$ cat src/rtl/rxq_pkg.sv
package rxq_pkg;
  localparam int STAT_W     = 4;
  localparam int ST_PARITY  = 0;
  localparam int ST_OVERRUN = 1;
  localparam int ST_FRAME   = 2;
  localparam int ST_EOF     = 3;

  function automatic logic is_special(input logic [STAT_W-1:0] st);
    return |st;
  endfunction
endpackage

$ cat src/rtl/rxq_store.sv
module rxq_store #(
  parameter int DEPTH = 8,
  parameter int ENT_W = 12
) (
  input  logic                       clk,
  input  logic                       rst_n,
  input  logic                       push,
  input  logic [ENT_W-1:0]           din,
  input  logic [ENT_W-1:0]           din_ovr,
  input  logic                       pop,
  output logic [ENT_W-1:0]           head,
  output logic [$clog2(DEPTH+1)-1:0] count
);
  localparam int AW = (DEPTH > 1) ? $clog2(DEPTH) : 1;
  localparam int CW = $clog2(DEPTH + 1);
  localparam logic [AW-1:0] LAST = AW'(DEPTH - 1);

  logic [ENT_W-1:0] mem [DEPTH];
  logic [AW-1:0]    rd_ptr, rd_ptr_n, wr_ptr, wr_ptr_n, newest;
  logic [CW-1:0]    cnt, cnt_n;
  logic             full, do_push, do_over;

  function automatic logic [AW-1:0] bump(input logic [AW-1:0] p);
    return (p == LAST) ? '0 : p + 1'b1;
  endfunction

  always_comb begin
    full     = (cnt == CW'(DEPTH));
    do_over  = push && full && !pop;
    do_push  = push && !do_over;
    newest   = (wr_ptr == '0) ? LAST : wr_ptr - 1'b1;
    rd_ptr_n = pop ? bump(rd_ptr) : rd_ptr;
    wr_ptr_n = do_push ? bump(wr_ptr) : wr_ptr;
    cnt_n    = cnt;
    case ({do_push, pop})
      2'b10:   cnt_n = cnt + 1'b1;
      2'b01:   cnt_n = cnt - 1'b1;
      default: cnt_n = cnt;
    endcase
  end

  always_ff @(posedge clk or negedge rst_n) begin
    if (!rst_n) begin
      rd_ptr <= '0;
      wr_ptr <= '0;
      cnt    <= '0;
    end else begin
      rd_ptr <= rd_ptr_n;
      wr_ptr <= wr_ptr_n;
      cnt    <= cnt_n;
    end
  end

  always_ff @(posedge clk) begin
    if (do_push)      mem[wr_ptr] <= din;
    else if (do_over) mem[newest] <= din_ovr;
  end

  assign head  = mem[rd_ptr];
  assign count = cnt;

  assert_no_underflow_R3: assert property (@(posedge clk) disable iff (!rst_n)
    pop |-> (cnt != '0));
  assert_full_hold_R5: assert property (@(posedge clk) disable iff (!rst_n)
    (push && full && !pop) |=> (cnt == CW'(DEPTH)));
  assert_pop_dec_R2: assert property (@(posedge clk) disable iff (!rst_n)
    (pop && !push) |=> (cnt == $past(cnt) - 1'b1));
endmodule

$ cat src/rtl/rxq_lock.sv
module rxq_lock
  import rxq_pkg::*;
#(
  parameter int ENT_W = 12
) (
  input  logic             clk,
  input  logic             rst_n,
  input  logic             rd_req,
  input  logic [ENT_W-1:0] head,
  input  logic             head_valid,
  input  logic             lock_en,
  input  logic             err_reset,
  output logic             pop,
  output logic             locked,
  output logic [ENT_W-1:0] held,
  output logic             spec_strobe
);
  logic             lock_q, lock_n, strobe_n, strobe_q, special, held_en;

  always_comb begin
    special  = is_special(head[ENT_W-1 -: STAT_W]);
    pop      = rd_req && head_valid && !lock_q;
    strobe_n = pop && special;
    held_en  = pop && special && lock_en;
    lock_n   = lock_q;
    if (held_en)                 lock_n = 1'b1;
    else if (err_reset && lock_q) lock_n = 1'b0;
  end

  always_ff @(posedge clk or negedge rst_n) begin
    if (!rst_n) begin
      lock_q   <= 1'b0;
      strobe_q <= 1'b0;
      held     <= '0;
    end else begin
      lock_q   <= lock_n;
      strobe_q <= strobe_n;
      if (held_en) held <= head;
    end
  end

  assign locked      = lock_q;
  assign spec_strobe = strobe_q;

  assert_lock_cause_R6: assert property (@(posedge clk) disable iff (!rst_n)
    $rose(locked) |-> $past(pop && special && lock_en));
  assert_held_stable_R6: assert property (@(posedge clk) disable iff (!rst_n)
    (locked && $past(locked)) |-> $stable(held));
  assert_unlock_R8: assert property (@(posedge clk) disable iff (!rst_n)
    (locked && err_reset) |=> !locked);
  assert_no_lock_R9: assert property (@(posedge clk) disable iff (!rst_n)
    (!lock_en && !locked) |=> !locked);
  assert_strobe_R10: assert property (@(posedge clk) disable iff (!rst_n)
    (pop && special) |=> spec_strobe);
endmodule

$ cat src/rtl/rxq_status_fifo.sv
module rxq_status_fifo
  import rxq_pkg::*;
#(
  parameter int DEPTH  = 8,
  parameter int DATA_W = 8
) (
  input  logic                       clk,
  input  logic                       rst_n,
  input  logic                       wr_en,
  input  logic [DATA_W-1:0]          wr_data,
  input  logic [3:0]                 wr_stat,
  input  logic                       cpu_rd,
  input  logic                       dma_rd,
  input  logic                       lock_en,
  input  logic                       err_reset,
  output logic [DATA_W-1:0]          head_data,
  output logic [3:0]                 head_stat,
  output logic                       avail,
  output logic [$clog2(DEPTH+1)-1:0] level,
  output logic                       dma_req,
  output logic                       locked,
  output logic                       spec_taken
);
  localparam int ENT_W = DATA_W + STAT_W;

  logic [ENT_W-1:0] din, din_ovr, head, held, shown;
  logic             pop, head_valid;
  logic [$clog2(DEPTH+1)-1:0] count;

  always_comb begin
    din                     = {wr_stat, wr_data};
    din_ovr                 = din;
    din_ovr[DATA_W+ST_OVERRUN] = 1'b1;
    head_valid              = (count != '0);
    shown                   = locked ? held : head;
  end

  rxq_store #(.DEPTH(DEPTH), .ENT_W(ENT_W)) u_store (
    .clk(clk), .rst_n(rst_n), .push(wr_en), .din(din), .din_ovr(din_ovr),
    .pop(pop), .head(head), .count(count)
  );

  rxq_lock #(.ENT_W(ENT_W)) u_lock (
    .clk(clk), .rst_n(rst_n), .rd_req(cpu_rd || dma_rd), .head(head),
    .head_valid(head_valid), .lock_en(lock_en), .err_reset(err_reset),
    .pop(pop), .locked(locked), .held(held), .spec_strobe(spec_taken)
  );

  assign head_data = shown[DATA_W-1:0];
  assign head_stat = shown[ENT_W-1 -: STAT_W];
  assign avail     = head_valid;
  assign level     = count;
  assign dma_req   = head_valid && !locked;

  assert_dma_gate_R11: assert property (@(posedge clk) disable iff (!rst_n)
    dma_req |-> (!locked && level != '0));
  assert_locked_frozen_R7: assert property (@(posedge clk) disable iff (!rst_n)
    (locked && !wr_en) |=> (level == $past(level)));
endmodule

$ cat config.mk
export PLATFORM = sky130hd
export DESIGN_NAME = rxq_status_fifo
export DESIGN_NICKNAME = d
export VERILOG_FILES = /design/src/rtl/rxq_pkg.sv /design/src/rtl/rxq_store.sv /design/src/rtl/rxq_lock.sv /design/src/rtl/rxq_status_fifo.sv
export SDC_FILE = /design/constraint.sdc
export NUM_CORES = 1
export LEC_CHECK = 0
export BUFFER_PORTS_ARGS = -buffer_cell sky130_fd_sc_hd__buf_2
export CORE_AREA = 2 2 102 104
export CTS_BUF_LIST = sky130_fd_sc_hd__clkbuf_4 sky130_fd_sc_hd__clkbuf_8
export CTS_CLUSTER_SIZE = 16
export DETAILED_ROUTE_END_ITERATION = 10
export DIE_AREA = 0 0 104 106
export GPL_TIMING_DRIVEN = 1
export PLACE_DENSITY_LB_ADDON = 0.3
export SLEW_MARGIN = 30
export SYNTH_ARGS = -nofsm -noshare
export SYNTH_HDL_FRONTEND = slang
export SYNTH_SLANG_ARGS = --single-unit
$ cat constraint.sdc
create_clock -name clk -period 3.5 [get_ports clk]
set_clock_uncertainty 0.2 [all_clocks]
set_input_delay 0.35 -clock clk [delete_from_list [all_inputs] [get_ports clk]]
set_output_delay 0.35 -clock clk [all_outputs]
set_load 0.01 [all_outputs]
**Word level (Yosys, flattened, before mapping)**

Memory sizes are Yosys's and may differ from the RTL's.
Index checks and enable logic that the tools add are counted.

- Memories: 1
- Bits in writable memories: 96
- Input bits: 19
- Output and inout port bits: 20
- Word-level logic and storage cells: 51
- Register bits after elaboration: 24

Memories:

| memory | depth | width | read ports | clocked after Yosys merged registers in | wr ports | RTL line | text |
|---|---|---|---|---|---|---|---|
| u_store.mem | 8 | 12 | 1 | 0 | 1 | rxq_store.sv:18 | `logic [ENT_W-1:0] mem [DEPTH];` |

- Add/sub/neg operators: 5
- Equal/unequal tests: 5
- Mux-type cells: 15
- Reduce and logical (&&, ||, !) cells: 19

Operators with widths:

| operator | count |
|---|---|
| $mux 12 | 2 |
| $mux 3 | 4 |
| $reduce_or 12->1 | 1 |
| $logic_and 1x1->1 | 9 |
| $mux 1 | 8 |
| $pmux 4 s2 | 1 |
| $add 3x1->3 const B | 2 |
| $eq 3x3->1 const B | 2 |
| $add 4x1->4 const B | 1 |
| $eq 4x4->1 const B | 1 |
| $reduce_bool 2->1 | 2 |
| $reduce_bool 4->1 | 1 |
| $reduce_or 4->1 | 1 |
| $sub 4x1->4 const B | 1 |
| $logic_not 1->1 | 3 |
| $logic_not 3->1 | 1 |
| $sub 3x1->3 const B | 1 |
| $eq 2x1->1 const B | 1 |
| $eq 2x2->1 const B | 1 |
| $logic_or 1x1->1 | 1 |

**Logic depth before layout (Yosys ltp)**

Gate-level depths: netlist of the first run.

- Depth after elaboration: 11
- Depth in mapped cells: 10
- Gate-level depth less buffers: 9

**Hierarchy**

A second synthesis of the first run with hierarchy kept.

- Cells, all modules: 298
- Area total of the unflattened synthesis: 5411.4 um^2

Modules (own cells, without submodules):

| module | cells an instance | sequential area each (um^2) | area each (um^2) | times used |
|---|---|---|---|---|
| rxq_store | 248 | 3133.0 | 4635.7 | 1 |
| rxq_lock | 33 | 350.3 | 598.1 | 1 |
| rxq_status_fifo | 17 | 0.0 | 177.7 | 1 |

**Worst setup path before layout of the first run**

No wires, ideal clock.

- Kind: register to register
- Start: register u_store.cnt[1] (netlist: u_store.count[1])
- End: memory u_store.mem[0][0] (enable)
- Slack: 602 ps
- Data required time: 2918 ps
- Library setup time: 382 ps
- Path buffers: 0
- Clock period less this slack: 2898 ps
- Arrival time: 2316 ps
- Cell stages (with the launch flop): 6
- Cell sequence: dfrtp_1 > or3_1 > nor3_1 > mux2_2 > nand2b_1 > nor2b_1

- Longest elaborated chain between the ends: 11
- Elaborated cells on any way between the ends: 17
- Classes of those cells: eq/ne: 1; mux: 7; reduce/logical: 9

Ends and longest elaborated chain:

| item | RTL line | text |
|---|---|---|
| start: declaration | rxq_store.sv:20 | `logic [CW-1:0] cnt, cnt_n;` |
| start signal: assignment | rxq_store.sv:50 | `cnt <= cnt_n;` |
| $reduce_bool 4->1 | rxq_status_fifo.sv:34 | `head_valid = (count != '0);` |
| $logic_and 1x1->1 (2 in a row) | rxq_lock.sv:22 | `pop = rd_req && head_valid && !lock_q;` |
| $logic_not 1->1 | rxq_store.sv:29 | `do_over = push && full && !pop;` |
| $logic_and 1x1->1 * | rxq_store.sv:29 |  |
| $logic_not 1->1 | rxq_store.sv:30 | `do_push = push && !do_over;` |
| $logic_and 1x1->1 | rxq_store.sv:30 |  |
| $mux 1 | rxq_store.sv:55 | `if (do_push) mem[wr_ptr] <= din;` |
| $mux 1 (not written as such) | rxq_store.sv:56 | `else if (do_over) mem[newest] <= din_ovr;` |
| $reduce_or 12->1 (no source line) | -- |  |
| $mux 3 (no source line) / $mux 1 (equally long branches) | -- |  |
| end: declaration | rxq_store.sv:18 |  |

Every way passes the cells marked *; elsewhere a longest branch is shown, timed or not.

**Worst setup path in the final report of the first run**

- Start: register u_store.rd_ptr[1]
- End: output head_data[4]

- Longest elaborated chain between the ends: 2

Ends and longest elaborated chain:

| item | RTL line | text |
|---|---|---|
| start: declaration | rxq_store.sv:19 | `logic [AW-1:0] rd_ptr, rd_ptr_n, wr_ptr, wr_ptr_n, newest;` |
| start signal: assignment | rxq_store.sv:48 | `rd_ptr <= rd_ptr_n;` |
| $mem_v2 8x12 | -- |  |
| $mux 12 | rxq_status_fifo.sv:35 | `shown = locked ? held : head;` |
| end: declaration | rxq_status_fifo.sv:16 | `output logic [DATA_W-1:0] head_data,` |

Every way passes these cells.

==> impl_metrics.py, run 1 <==
metrics = {
    "placement": {
        "dp_slack_ps": 567,
        "place_area_sq_um": 5590,
        "port_buffers": 38,
        "dp.cells": 464,
        "dp_hpwl_um": 6210,
        "gp_congestion": 0.808,
    },
    "critical_path": {
        "cp_cell_sequence": "mux4_2 > mux2_2 > mux2_2 > buf_2",
        "cp_slowest_cell": "dfrtp_1",
        "cp_num_cells": 4,
        "endpoint": "head_data[4]",
        "reg2reg_to": "u_store.mem[5][3]",
        "end_kind": "primary output",
        "critPathMaxFanout": 19,
        "crit_top_cell": "mux2_2",
        "required_ps": 2950,
        "startpoint": "u_store.rd_ptr[1]",
        "worstReg2RegStart": "u_store.count[1]",
        "crit_buf_inv": 1,
        "reg2reg_depth": 6,
        "worstPathArrival_ps": 2450,
        "r2r_slack_ps": 510,
        "start_kind": "flop",
        "slowest_delay_ps": 860,
        "critPathKind": "flop to primary output",
        "path_delay_family": "multiplexers",
    },
    "detailed_routing": {
        "antenna_left": 0,
        "first_pass_iters": 4,
        "vias_per_cell": 5.43,
        "drcViolationCount": 0,
        "wl_per_cell_um": 18.9,
        "vias": 2764,
        "wirelength_um": 9620,
        "drtIter0Drc": 168,
    },
    "finish": {
        "seqCellArea_sq_um": 3480,
        "stdcell_count": 509,
        "finalInstanceArea_sq_um": 6160,
        "multi_input_comb_area_sq_um": 1590,
        "finish.net_count": 388,
        "antenna_cells": 0,
        "final_common_cell": "edfxtp_1",
        "syn_to_final_growth_pct": 18.1,
        "fillCellCount": 755,
        "layout-drive-gt1-share": 0.327,
        "final_cell_mix": "edfxtp_1, buf_2, dfrtp_1, mux2_2, clkbuf_8",
    },
    "min_path": {
        "hp-class": "input port to flop",
    },
    "sta": {
        "hold_viol": 0,
        "worst_slack_ps": 503,
        "setup-violations-final": 0,
        "period_share": 0.856,
        "slew_headroom": 0.474,
        "rsz0062_at_grt": "no",
        "fin_crit_ps": 3000,
        "fin_tns_setup_ps": 0,
        "drv_slew": 0,
        "worstMarginPinSlew_ps": 786,
        "timing.fmax_mhz": 334,
    },
    "power_and_ir_drop": {
        "clkPwrFrac": 0.257,
        "combPwrFrac": 0.360,
        "p_sw_mw": 1.72,
        "sequentialPowerShare": 0.384,
        "power.total_mw": 5.34,
        "leakagePower_nw": 2.33,
        "swShare": 0.322,
        "p_int_mw": 3.62,
        "cellPowerDensity_nw_per_um2": 866,
        "vdd.ir_drop.worst_mv": 0.478,
    },
    "logic_synthesis": {
        "ys_top_cells_by_area": "edfxtp_1, dfrtp_1, mux4_1, mux2_2, mux4_2",
        "synthCells": 291,
        "ys_seq_elements": 120,
        "yosysWarnings": 0,
        "ys_seq_area_frac": 0.668,
        "yosysTopAreaCell": "edfxtp_1",
        "synth_top_area_frac": 0.553,
        "syn_nets": 319,
        "syn_avg_cell_area_sq_um": 17.9,
        "synth.cell_area_sq_um": 5220,
        "yosys.cell_types.count": 42,
    },
    "clock_network": {
        "clk_latency_ps": 430,
        "cts_tree": "yes",
        "cts_buffers": 17,
        "cts_sinks": 120,
        "path_clk_slew_ps": 80,
        "cts_htree_levels": 4,
        "root_buffer": "clkbuf_8",
        "cts_setup_buffers": 0,
        "cts.path.max_buffers": 2,
    },
    "run_status": {
        "status": "complete, no violations",
    },
    "floorplanning": {
        "coreArea_sq_um": 10000,
        "ioPinCount": 39,
        "fp-row-count": 37,
        "die_h_um": 106,
        "die_x_um": 104,
        "initial_utilization": 0.522,
        "die_area_sq_um": 11000,
    },
    "grt": {
        "track_usage": 0.189,
        "grt_overflow": 0,
        "antenna_found_initial": 0,
        "grt_max_degree": 28,
        "grt_pass1_wl_um": 15200,
        "grt_pass1_vias": 2857,
    },
    "run": {
        "drv_cap": 0,
    },
}
[cell type report]
cell class	count	area share
sequential	120	0.566
multi-input combinational	144	0.257
timing repair buffer	64	0.0699
clock buffer	19	0.0404
clock inverter	13	0.0313
tap	136	0.0276
inverter	13	0.00792
[synthesized netlist by cell type, drive strengths merged]
library cell and number:
o21ba 1, nor2 7, o31ai 1, nand2 15
mux4 24, nor3 5, o22ai 2, nor3b 2
edfxtp 96, a21o 4, nand3b 1, or3 3
a32oi 3, buf 8, nand4 1, fa 1
nor2b 4, nand2b 2, a21oi 4, and3 1
ha 8, xnor2 2, nand3 1, mux2i 11
clkbuf 6, dfrtp 24, nor4 2, and2 2
o21bai 1, a32o 1, o21ai 7, a22o 2
mux2 26, inv 13
[worst register-to-register path: stages (launching register included)]
cell,delay (ps)
dfrtp_1,420
or3_1,460
nor3_1,380
mux2_2,230
nand2_1,90
nor2_1,630
buf_4,280
[repair_timing]
item                                    in CTS  in global routing
endpoints found under the setup margin       0                  0
resized for setup                            0                  0
hold endpoints to repair                   113                  0
hold buffers                                13                  0
[power groups by stage]
stage	clock network (mW)	logic (mW)	registers, mW
2_1_floorplan	0	1.45	2.00
3_3_place_gp	0	1.89	2.06
3_5_place_dp	0	1.91	2.08
4_1_cts	1.40	1.94	2.05
5_1_grt	1.45	2.09	2.08
6_report	1.37	1.92	2.05
[worst min path at each step]
stage,to,from,slack [ps],cells past startpoint
2_1_floorplan,u_lock.held[0],rst_n,-150,0
3_3_place_gp,u_store.count[3],rst_n,180,1
3_5_place_dp,u_store.count[1],rst_n,170,1
4_1_cts,u_store.count[2],wr_en,110,3
5_1_grt,u_store.count[2],wr_en,160,3
6_report,u_store.count[2],wr_en,140,3
[metal layers]
metal | track usage | routed length, um
met1 | 0.249 | 4350
met2 | 0.296 | 4640
met3 | 0.0497 | 438
met4 | 0.0917 | 194
met5 | 0 | 0
[metrics by stage]
| step | utilization | hold WS (ps) |
|---|---|---|
| 6_report | 0.616 | 143 |
| 5_1_grt | 0.616 | 155 |
| 4_1_cts | 0.616 | 109 |
| 3_5_place_dp | 0.559 | 172 |
| 3_3_place_gp | 0.559 | 176 |
| 2_1_floorplan | - | -146 |
[state kept, by name, indices dropped and copies added, names as in the netlist]
register / cells
u_store.rd_ptr: 3
u_lock.spec_strobe: 1
u_lock.locked: 1
u_store.count: 4
u_store.mem: 96
u_lock.held: 12
u_store.wr_ptr: 3
[cell families after synthesis]
logic type / count (synthesis) / share of synthesized area
muxes: 61 / 0.198
buffers and inverters: 27 / 0.0283
adders and majority gates: 9 / 0.0230
xor gates and xnor gates: 2 / 0.00336
DFF: 120 / 0.668
and+or+nand+nor: 46 / 0.0461
AOI/OAI and AO/OA: 26 / 0.0338
(Power assumes the default switching activity.)
==> run 2, diff against run 1 <==
Settings changed: PLACE_DENSITY from default to 0.71, PLACE_DENSITY_LB_ADDON 0.3 to default.
==> impl_metrics.py, run 2 (synthesis gave the netlist of run 1 again) <==
metrics = {
    "grt": {
        "grt_pass1_vias": 2824,
        "grt_pass1_wl_um": 15600,
        "track_usage": 0.191,
        "grt_max_degree": 25,
        "antenna_found_initial": 0,
        "grt_overflow": 0,
    },
    "sta": {
        "period_share": 0.916,
        "rsz0062_at_grt": "no",
        "slew_headroom": 0.566,
        "setup-violations-final": 0,
        "worstMarginPinSlew_ps": 646,
        "fin_tns_setup_ps": 0,
        "timing.fmax_mhz": 312,
        "drv_slew": 0,
        "hold_viol": 0,
        "fin_crit_ps": 3210,
    },
    "critical_path": {
        "end_kind": "primary output",
        "cp_slowest_cell": "dfrtp_1",
        "critPathKind": "flop to primary output",
        "start_kind": "flop",
        "worstPathArrival_ps": 2660,
        "startpoint": "u_store.rd_ptr[0]",
        "required_ps": 2950,
        "crit_top_cell": "mux2_2",
        "critPathMaxFanout": 11,
        "path_delay_family": "multiplexers",
        "worstReg2RegStart": "u_store.count[1]",
        "slowest_delay_ps": 640,
        "crit_buf_inv": 2,
        "cp_cell_sequence": "buf_4 > mux4_1 > mux2_2 > mux2_2 > buf_2",
    },
    "detailed_routing": {
        "antenna_left": 0,
        "drcViolationCount": 0,
        "routed.top_layer": "met4",
        "wl_met2_um": 4760,
        "wl_met1_um": 4510,
        "wl_met3_um": 345,
        "first_pass_iters": 4,
        "drtIter0Drc": 197,
        "wl_per_cell_um": 19.1,
        "wirelength_um": 9710,
        "vias": 2743,
        "vias_per_cell": 5.39,
    },
    "clock_network": {
        "path_clk_slew_ps": 60,
        "cts_buffers": 17,
        "cts.path.max_buffers": 2,
        "clk_latency_ps": 420,
        "cts_htree_levels": 4,
        "cts_setup_buffers": 0,
        "cts_tree": "yes",
        "cts_sinks": 120,
        "root_buffer": "clkbuf_8",
    },
    "floorplanning": {
        "die_h_um": 106,
        "die_area_sq_um": 11000,
        "initial_utilization": 0.522,
        "coreArea_sq_um": 10000,
        "fp-row-count": 37,
        "die_x_um": 104,
        "ioPinCount": 39,
    },
    "power_and_ir_drop": {
        "leakagePower_nw": 2.30,
        "vdd.ir_drop.worst_mv": 0.359,
        "cellPowerDensity_nw_per_um2": 840,
        "power.total_mw": 5.09,
    },
    "finish": {
        "finish.net_count": 388,
        "stdcell_count": 509,
        "largest_reg_flops": 96,
        "syn_to_final_growth_pct": 16.2,
        "antenna_cells": 0,
        "post-route-util": 0.606,
        "regMostFlops": "u_store.mem",
        "layout-drive-gt1-share": 0.335,
        "final_common_cell": "edfxtp_1",
        "final_cell_mix": "edfxtp_1, buf_2, dfrtp_1, mux2_2, clkbuf_8",
        "fillCellCount": 730,
    },
    "placement": {
        "port_buffers": 38,
        "dp_hpwl_um": 6390,
        "gp_congestion": 0.719,
        "dp.cells": 467,
    },
    "run": {
        "drv_cap": 0,
    },
    "min_path": {
        "hp-class": "input port to flop",
        "min-delay-start": "wr_data[4]",
    },
    "run_status": {
        "status": "complete, no violations",
    },
}
## run 2: power breakdown
part	internal [mW]	switching (mW)
clock network	0.592	0.528
registers	1.85	0.193
logic	0.966	0.958
total	3.41	1.68
## run 2: repair_timing
action,in CTS,in global routing
endpoints found under the hold margin,79,0
gates resized for setup,0,0
hold buffers,10,0
## run 2: path summary, 6_finish.rpt
path	endpoint	slack [ps]	cells after the start
worst max-delay path	head_data[1]	290	5
worst min-delay path	u_store.mem[2][4]	10	1
worst max register to register	u_store.mem[0][6]	560	6
min in group asynchronous	u_lock.held[5]	260	2
max in group asynchronous	u_store.rd_ptr[0]	2460	2
worst min register to register	u_lock.held[0]	310	1
## run 2: routing by layer
metal / track usage / vias to the layer above
met5: 0 / -
met4: 0.0666 / 0
met3: 0.0435 / 9
met2: 0.305 / 66
met1: 0.260 / 1383
li1: - / 1285
## run 2: cell type report
type | count | area, sq um | area share
inverters | 13 | 48.8 | 0.00805
clock inverters | 12 | 103 | 0.0169
well taps | 136 | 170 | 0.0281
repair buffers | 64 | 410 | 0.0677
multi-input cells | 144 | 1590 | 0.261
clock buffers | 20 | 263 | 0.0433
flip-flops and latches | 120 | 3480 | 0.574
## run 2: stage by stage
step                cell area [sq um]  hold WS, ps  setup slack [ps]
floorplan                        5220         -146               602
global placement                 5600          174               735
detailed placement               5600          185               627
CTS                              6060         2.09               257
global route                     6060         12.8               181
finish                           6060         14.1               293
==> run 3, diff against run 2 <==
Settings changed: PLACE_DENSITY 0.71 to default, PLACE_DENSITY_LB_ADDON from default to 0.1.
==> impl_metrics.py, run 3 (synthesis gave the netlist of run 1 again) <==
metrics = {
    "detailed_routing": {
        "wl_per_cell_um": 18.6,
        "wirelength_um": 9410,
        "drcViolationCount": 0,
        "vias_per_cell": 5.45,
        "drtIter0Drc": 140,
        "wl_met3_um": 374,
        "vias": 2764,
        "wl_met2_um": 4250,
        "routed.top_layer": "met4",
        "first_pass_iters": 4,
        "wl_met1_um": 4700,
        "antenna_left": 0,
    },
    "clock_network": {
        "cts_tree": "yes",
        "cts_htree_levels": 4,
        "cts_sinks": 120,
        "cts_resized": 0,
        "cts_setup_buffers": 0,
        "cts_hold_buf": 10,
        "path_clk_slew_ps": 80,
        "clk_latency_ps": 410,
        "cts_buffers": 17,
        "root_buffer": "clkbuf_8",
        "cts.path.max_buffers": 2,
    },
    "finish": {
        "finish.net_count": 386,
        "regMostFlops": "u_store.mem",
        "largest_reg_flops": 96,
        "final_cell_mix": "edfxtp_1, buf_2, dfrtp_1, mux2_2, clkbuf_8",
        "final_common_cell": "edfxtp_1",
        "layout-drive-gt1-share": 0.332,
        "antenna_cells": 0,
        "fillCellCount": 776,
        "finalInstanceArea_sq_um": 6120,
        "syn_to_final_growth_pct": 17.4,
        "stdcell_count": 507,
    },
    "placement": {
        "gp_congestion": 0.834,
        "place_area_sq_um": 5600,
        "port_buffers": 38,
        "dp.cells": 465,
        "dp_hpwl_um": 6020,
    },
    "grt": {
        "antenna_found_initial": 0,
        "grt_max_degree": 28,
        "grt_overflow": 0,
        "grt_pass1_vias": 2812,
        "track_usage": 0.185,
        "grt_pass1_wl_um": 15100,
    },
    "floorplanning": {
        "ioPinCount": 39,
        "die_area_sq_um": 11000,
        "initial_utilization": 0.522,
        "fp-row-count": 37,
        "die_h_um": 106,
        "coreArea_sq_um": 10000,
        "die_x_um": 104,
    },
    "power_and_ir_drop": {
        "cellPowerDensity_nw_per_um2": 864,
        "power.total_mw": 5.29,
        "leakagePower_nw": 2.31,
        "vdd.ir_drop.worst_mv": 0.337,
    },
    "sta": {
        "period_share": 0.829,
        "rsz0062_at_grt": "no",
        "fin_crit_ps": 2900,
        "worst_hold_slack_ps": 25.1,
        "timing.fmax_mhz": 345,
        "drv_slew": 0,
        "slew_headroom": 0.557,
        "worstMarginPinSlew_ps": 658,
        "setup-violations-final": 0,
        "hold_viol": 0,
        "fin_tns_setup_ps": 0,
    },
    "critical_path": {
        "critPathKind": "flop to primary output",
        "start_kind": "flop",
        "worstPathArrival_ps": 2350,
        "required_ps": 2950,
        "critPathMaxFanout": 27,
        "end_kind": "primary output",
    },
    "run_status": {
        "status": "complete, no violations",
    },
    "run": {
        "drv_cap": 0,
    },
    "min_path": {
        "hp-class": "input port to flop",
    },
}
## run 3: area by class of cell
class / count / area [sq um] / area share
inverter: 13 / 48.8 / 0.00797
tap: 136 / 170 / 0.0278
multi-input combinational: 144 / 1590 / 0.259
sequential: 120 / 3480 / 0.569
clock buffer: 18 / 241 / 0.0394
clock inverter: 14 / 188 / 0.0306
timing repair buffer: 62 / 408 / 0.0666
## run 3: routing by layer
layer,up-vias,global-route usage
met5,-,0
met4,0,0.0579
met3,5,0.0454
met2,68,0.277
met1,1403,0.272
li1,1288,-
## run 3: through the flow
stage          setup slack [ps]  utilization
2_1_floorplan               602            -
3_3_place_gp                729        0.560
3_5_place_dp                672        0.560
4_1_cts                     567        0.612
5_1_grt                     399        0.612
6_report                    600        0.612
## run 3: worst paths after layout
| kind | from | to | slack, ps | cells after the start |
|---|---|---|---|---|
| setup / recovery | u_store.rd_ptr[0] | head_stat[0] | 600 | 5 |
| hold / removal | wr_data[1] | u_store.mem[6][1] | 30 | 1 |
| setup reg to reg | u_store.count[1] | u_store.count[3] | 660 | 9 |
| hold reg to reg | u_lock.held[0] | u_lock.held[0] | 310 | 1 |
| max in group asynchronous | rst_n | u_lock.spec_strobe | 2470 | 2 |
| min in group asynchronous | rst_n | u_store.count[0] | 250 | 2 |
## run 3: critical path, stage by stage, from the launching register on
cell and delay, ps:
dfrtp_1 380, buf_12 230, mux4_1 600, mux2i_1 420, o21ai_0 140, buf_2 160
## run 3: power breakdown
| part | internal [mW] | switching, mW | leakage (nW) | total, mW |
|---|---|---|---|---|
| registers | 1.85 | 0.156 | 1.16 | 2.01 |
| clock network | 0.733 | 0.588 | 0.208 | 1.32 |
| logic | 0.968 | 0.994 | 0.947 | 1.96 |
